--- src/rtl/modp1_pkg.sv ---
package modp1_pkg;

   // Carry status of a bit group as seen by a late carry-in.
   typedef enum logic [1:0] {
      GRP_KILL = 2'b00,
      GRP_PROP = 2'b01,
      GRP_GEN  = 2'b10
   } grp_status_e;

   function automatic grp_status_e grp_encode(input logic g, input logic p);
      if (g)      return GRP_GEN;
      else if (p) return GRP_PROP;
      else        return GRP_KILL;
   endfunction

endpackage

--- src/rtl/modp1_prestage.sv ---
// Carry-free operand reshaping with the 2^n operand substitution.
module modp1_prestage #(
   parameter int N = 8
) (
   input  logic [N:0]   a_i,
   input  logic [N:0]   b_i,
   output logic [N-1:0] x_o,
   output logic [N-1:0] y_o
);
   logic         a_top, b_top;
   logic [N-1:0] a_sel, b_sel;
   logic [N:1]   xs;

   assign a_top = a_i[N];
   assign b_top = b_i[N];

   // Operand equal to 2^n behaves as -1; rewrite the pair so the shared
   // datapath lands on the right residue.
   always_comb begin
      unique case ({a_top, b_top})
         2'b00: begin a_sel = a_i[N-1:0]; b_sel = b_i[N-1:0]; end
         2'b01: begin a_sel = '1;         b_sel = a_i[N-1:0]; end
         2'b10: begin a_sel = '1;         b_sel = b_i[N-1:0]; end
         default: begin a_sel = '1;       b_sel = '0;         end
      endcase
   end

   // Dual half-adder row: a_k + b_k = 2*(a_k|b_k) + xnor(a_k,b_k) - 1.
   for (genvar k = 0; k < N; k++) begin : g_dha
      assign y_o[k]  = ~(a_sel[k] ^ b_sel[k]);
      assign xs[k+1] = a_sel[k] | b_sel[k];
   end

   // Weight 2^n folds to -1; its slot becomes the complement in bit 0.
   assign x_o[0] = ~xs[N] | (a_top ^ b_top);
   for (genvar k = 1; k < N; k++) begin : g_xmv
      assign x_o[k] = xs[k];
   end

endmodule

--- src/rtl/modp1_sklansky_late.sv ---
// Sklansky prefix tree; the carry-in is applied after the tree.
module modp1_sklansky_late
   import modp1_pkg::*;
#(
   parameter int N = 8
) (
   input  logic [N-1:0] x_i,
   input  logic [N-1:0] y_i,
   input  logic         cin_i,
   output grp_status_e  grp_o,
   output logic [N-1:0] sum_o
);
   localparam int LVL = (N > 1) ? $clog2(N) : 1;

   logic [LVL:0][N-1:0] gv, pv;
   logic [N-1:0]        carry;

   assign gv[0] = x_i & y_i;
   assign pv[0] = x_i ^ y_i;

   for (genvar l = 0; l < LVL; l++) begin : g_lvl
      for (genvar i = 0; i < N; i++) begin : g_bit
         if (((i >> l) & 1) == 1) begin : g_node
            localparam int J = ((i >> l) << l) - 1;
            assign gv[l+1][i] = gv[l][i] | (pv[l][i] & gv[l][J]);
            assign pv[l+1][i] = pv[l][i] & pv[l][J];
         end else begin : g_pass
            assign gv[l+1][i] = gv[l][i];
            assign pv[l+1][i] = pv[l][i];
         end
      end
   end

   assign carry[0] = cin_i;
   for (genvar i = 1; i < N; i++) begin : g_late
      assign carry[i] = gv[LVL][i-1] | (pv[LVL][i-1] & cin_i);
   end

   assign sum_o = pv[0] ^ carry;
   assign grp_o = grp_encode(gv[LVL][N-1], pv[LVL][N-1]);

endmodule

--- src/rtl/modp1_prefix_adder.sv ---
module modp1_prefix_adder
   import modp1_pkg::*;
#(
   parameter int N = 8
) (
   input  logic [N:0] a_i,
   input  logic [N:0] b_i,
   output logic [N:0] sum_o
);
   if (N < 2 || N > 30) begin : g_bad_width
      $error("modp1_prefix_adder: N must lie in 2..30");
   end

   logic [N-1:0] x_w, y_w, low_w;
   grp_status_e  top_grp;
   logic         plus_one;

   modp1_prestage #(.N(N)) u_pre (
      .a_i (a_i),
      .b_i (b_i),
      .x_o (x_w),
      .y_o (y_w)
   );

   modp1_sklansky_late #(.N(N)) u_tree (
      .x_i   (x_w),
      .y_i   (y_w),
      .cin_i (plus_one),
      .grp_o (top_grp),
      .sum_o (low_w)
   );

   // Wrap-around of the n-bit sum already subtracts one; otherwise add it back.
   assign plus_one = ~(top_grp == GRP_GEN);
   assign sum_o    = {(top_grp == GRP_PROP) & plus_one, low_w};

endmodule

--- config.mk ---
export PLATFORM = sky130hd
export DESIGN_NAME = modp1_prefix_adder
export DESIGN_NICKNAME = d
export VERILOG_FILES = /design/src/rtl/modp1_pkg.sv /design/src/rtl/modp1_prestage.sv /design/src/rtl/modp1_sklansky_late.sv /design/src/rtl/modp1_prefix_adder.sv
export SDC_FILE = /design/constraint.sdc
export NUM_CORES = 1
export LEC_CHECK = 0
export BUFFER_PORTS_ARGS = -buffer_cell sky130_fd_sc_hd__buf_4
export CORE_MARGIN = 4
export CORE_UTILIZATION = 58
export DETAILED_ROUTE_END_ITERATION = 10
export PLACE_DENSITY = 0.9
export SLEW_MARGIN = 20
export SYNTH_ARGS = -nofsm -noshare
export SYNTH_HDL_FRONTEND = slang
export SYNTH_SLANG_ARGS = --single-unit
--- constraint.sdc ---
create_clock -name vclk -period 5.5
set_clock_uncertainty 0.2 [all_clocks]
set_input_delay 0.825 -clock vclk [all_inputs]
set_output_delay 0.825 -clock vclk [all_outputs]
set_load 0.05 [all_outputs]
==> summary.txt <==
Floorplan
  • IO Count: 27
  • CORE AREA: 1300 um2
  • Die height: 45.2 um
  • Die Wd: 45.2 um
  • Die area: 2040 um2
  • Starting Density: 61.6%
  • # rows: 13

Detailed routing
  • ANT nets after route: 0
  • Number of remaining DRC errors: 0
  • Routed len/inst: 11.3 um
  • Final WL: 1660 um
  • Post-DR vias/cell: 5.53
  • 1st-iter DRT viols: 11
  • Initial DRT Pass Iterations: 4
  • Vias: 813

Logic synthesis
  • Synth Area in Simple Gates: 23.6%
  • Synthesized Nets: 145
  • Area share of the largest cell type after synthesis: 31.2%
  • Commonest cells post-synth: ha_1 (20), inv_1 (18), nor2b_1 (8), a22oi_1 (7)
  • Compound-Gate Fraction of Synth Area: 25.6%
  • Xor and xnor fraction of the mapped netlist area: 6.55%
  • Adder-cell share of the synthesized area: 33.7%
  • Synth area leaders: ha_1 (31%), inv_1 (8.4%), a22oi_1 (6.6%)
  • Cell accounting for the most synthesized area: ha_1
  • Seq/Total Area, Yosys: 0%
  • Mean Syn Cell Area: 7.57 um2
  • Main combinational cell family by area after synthesis: adder cells
  • Mux share of post-synthesis cell area: 1.25%
  • Synth warnings: 0
  • Most common cell in the netlist: ha_1
  • Area of the mapped netlist: 802 um2
  • Post-Syn Instances: 106
  • Yosys cell types: 32

Power
  • Cell Int Power: 0.0951 mW
  • Clock power frac: 0%
  • Power share of the combinational group: 100.0%
  • Psw: 0.168 mW
  • Max VDD drop: 0.223 mV
  • Sw Share: 63.9%
  • Final Power: 0.263 mW
  • Flop pwr share: 0%
  • Lkg Pwr: 0.550 nW
  • Pwr Density: 258 nW/um2

CTS
  • Cts repair resizes: 0
  • Setup bufs post-CTS: 0
  • # hold bufs at CTS: 0

Final layout
  • Seq cells: 0
  • Nets: 173
  • Final Instance Area: 1020 um2
  • Clkbuf count: 0
  • Ant diodes: 0
  • Footprint of the multi-input gates: 727 um2
  • Share of cells above drive strength 1: 25.8%
  • Layout area overhead: 27.1%
  • Sequential cell area: 0 um2
  • Fillers: 99

STA
  • RSZ-0062 raised after global routing: no
  • Fin. max-slew vios: 0
  • Fmax: 0.204 GHz
  • Slew @ Worst Pin: 0.337 ns
  • Tmin final: 4.89 ns
  • Final WS setup: 0.609 ns
  • Period utilization: 88.9%
  • Setup TNS: 0 ns
  • Slew HR: 77.5%
  • Final Hold Viols: 0
  • Final setup violation count: 0
  • WHS: 2.25 ns

Global routing
  • Initial antenna violation count: 0
  • Global-route wire length before repair: 2990 um
  • Largest net degree at the start of global routing: 10
  • Global route total overflow: 0
  • Vias in the first global route: 771
  • Total track usage: 18.5%

Setup path
  • Kind of critical path: input port to output port
  • Slowest-stage cell, CP: fa_1
  • Worst setup EP type: output port
  • Worst Path Max Fanout: 9
  • CP peak stage delay: 0.47 ns
  • CP arrival: 3.87 ns
  • Worst EP required: 4.47 ns
  • CP most frequent cell: ha_1
  • Critical-path cell list: buf_4 > clkinv_1 > ha_1 > o21ai_0 > a21o_1 > ha_1 > or2_2 > ha_1 > a21oi_2 > o21ai_2 > a221oi_4 > fa_1 > buf_4
  • Setup crit start kind: input port

Placement
  • Buffers on Ports: 27
  • DP Worst Slack: 0.619 ns
  • Post-DP HPWL: 1510 um
  • Routability cong.: 0.839
  • Placed inst area: 1020 um2

Hold path
  • Hold Crit Class: input port to output port
  • Hold worst-path end: sum_o[0]
  • Min-Delay Path Depth: 6
  • Hold path start: a_i[8]

Flow run
  • Max-cap violation count: 0

Status
  • Status: finished clean
## cell type report
| class | count | share of cell area, % |
|---|---|---|
| multi-input combinational | 86 | 71.3 |
| timing repair buffer | 27 | 19.9 |
| inverter | 19 | 6.99 |
| tap | 15 | 1.84 |
## worst max-delay path: cells and delay by family
kind | cells | cell delay [ns]
adders and majority gates | 4 | 1.24
AOI/OAI and AO/OA | 5 | 1.01
buffers and inverters | 3 | 0.46
and+or+nand+nor | 1 | 0.33
## logic make-up (layout without fill, tap and decap cells)
| family | after synthesis | in the layout |
|---|---|---|
| adders and majority gates | 21 | 21 |
| muxes | 1 | 1 |
| and+or+nand+nor | 34 | 34 |
| AOI/OAI and AO/OA | 24 | 24 |
| xor gates and xnor gates | 6 | 6 |
| buffers and inverters | 20 | 46 |
## layout by cell type, fill, tap and decap left out, drive strengths merged
master,count
a221oi,1
a21bo,1
xnor2,4
and3,2
ha,20
inv,18
nand2,3
a41oi,2
nor2b,8
nand4,1
nor3,3
mux2i,1
o2111ai,1
nor2,5
clkinv,1
a21oi,5
a22oi,7
fa,1
or2,8
buf,27
xor2,2
o21bai,1
nand3,2
and4,1
nand2b,1
o21ai,2
o211a,1
a21o,2
o2111a,1
## routing by layer
| layer | wire [um] | vias up | GRT usage (%) |
|---|---|---|---|
| met4 | 0 | 0 | 0 |
| li1 | - | 427 | - |
| met2 | 892 | 17 | 37.6 |
| met1 | 698 | 369 | 22.4 |
| met3 | 72 | 0 | 0 |
| met5 | 0 | - | 0 |
## how the worst max path moves through the flow
| stage | startpoint | to | slack, ns | depth (start not counted) |
|---|---|---|---|---|
| final | b_i[8] | sum_o[0] | 0.61 | 13 |
| after global routing | b_i[8] | sum_o[1] | 0.40 | 14 |
| after CTS | b_i[8] | sum_o[0] | 0.61 | 13 |
| after detailed placement | b_i[8] | sum_o[0] | 0.62 | 13 |
| after global placement | b_i[8] | sum_o[0] | 0.67 | 13 |
| after floorplan | a_i[8] | sum_o[6] | 0.57 | 13 |
## metrics by stage
stage	cells	utilization, %
after floorplan	106	-
after global placement	147	78.4
after global routing	147	78.4
after CTS	147	78.4
final	147	78.4
after detailed placement	147	78.4
## power by group through the flow
stage,Clock [mW],Combinational (mW),Sequential (mW)
floorplan,0,0.200,0
global placement,0,0.261,0
detailed placement,0,0.265,0
CTS,0,0.265,0
global route,0,0.284,0
finish,0,0.263,0
Note: power is estimated with default switching activity, not from simulation.
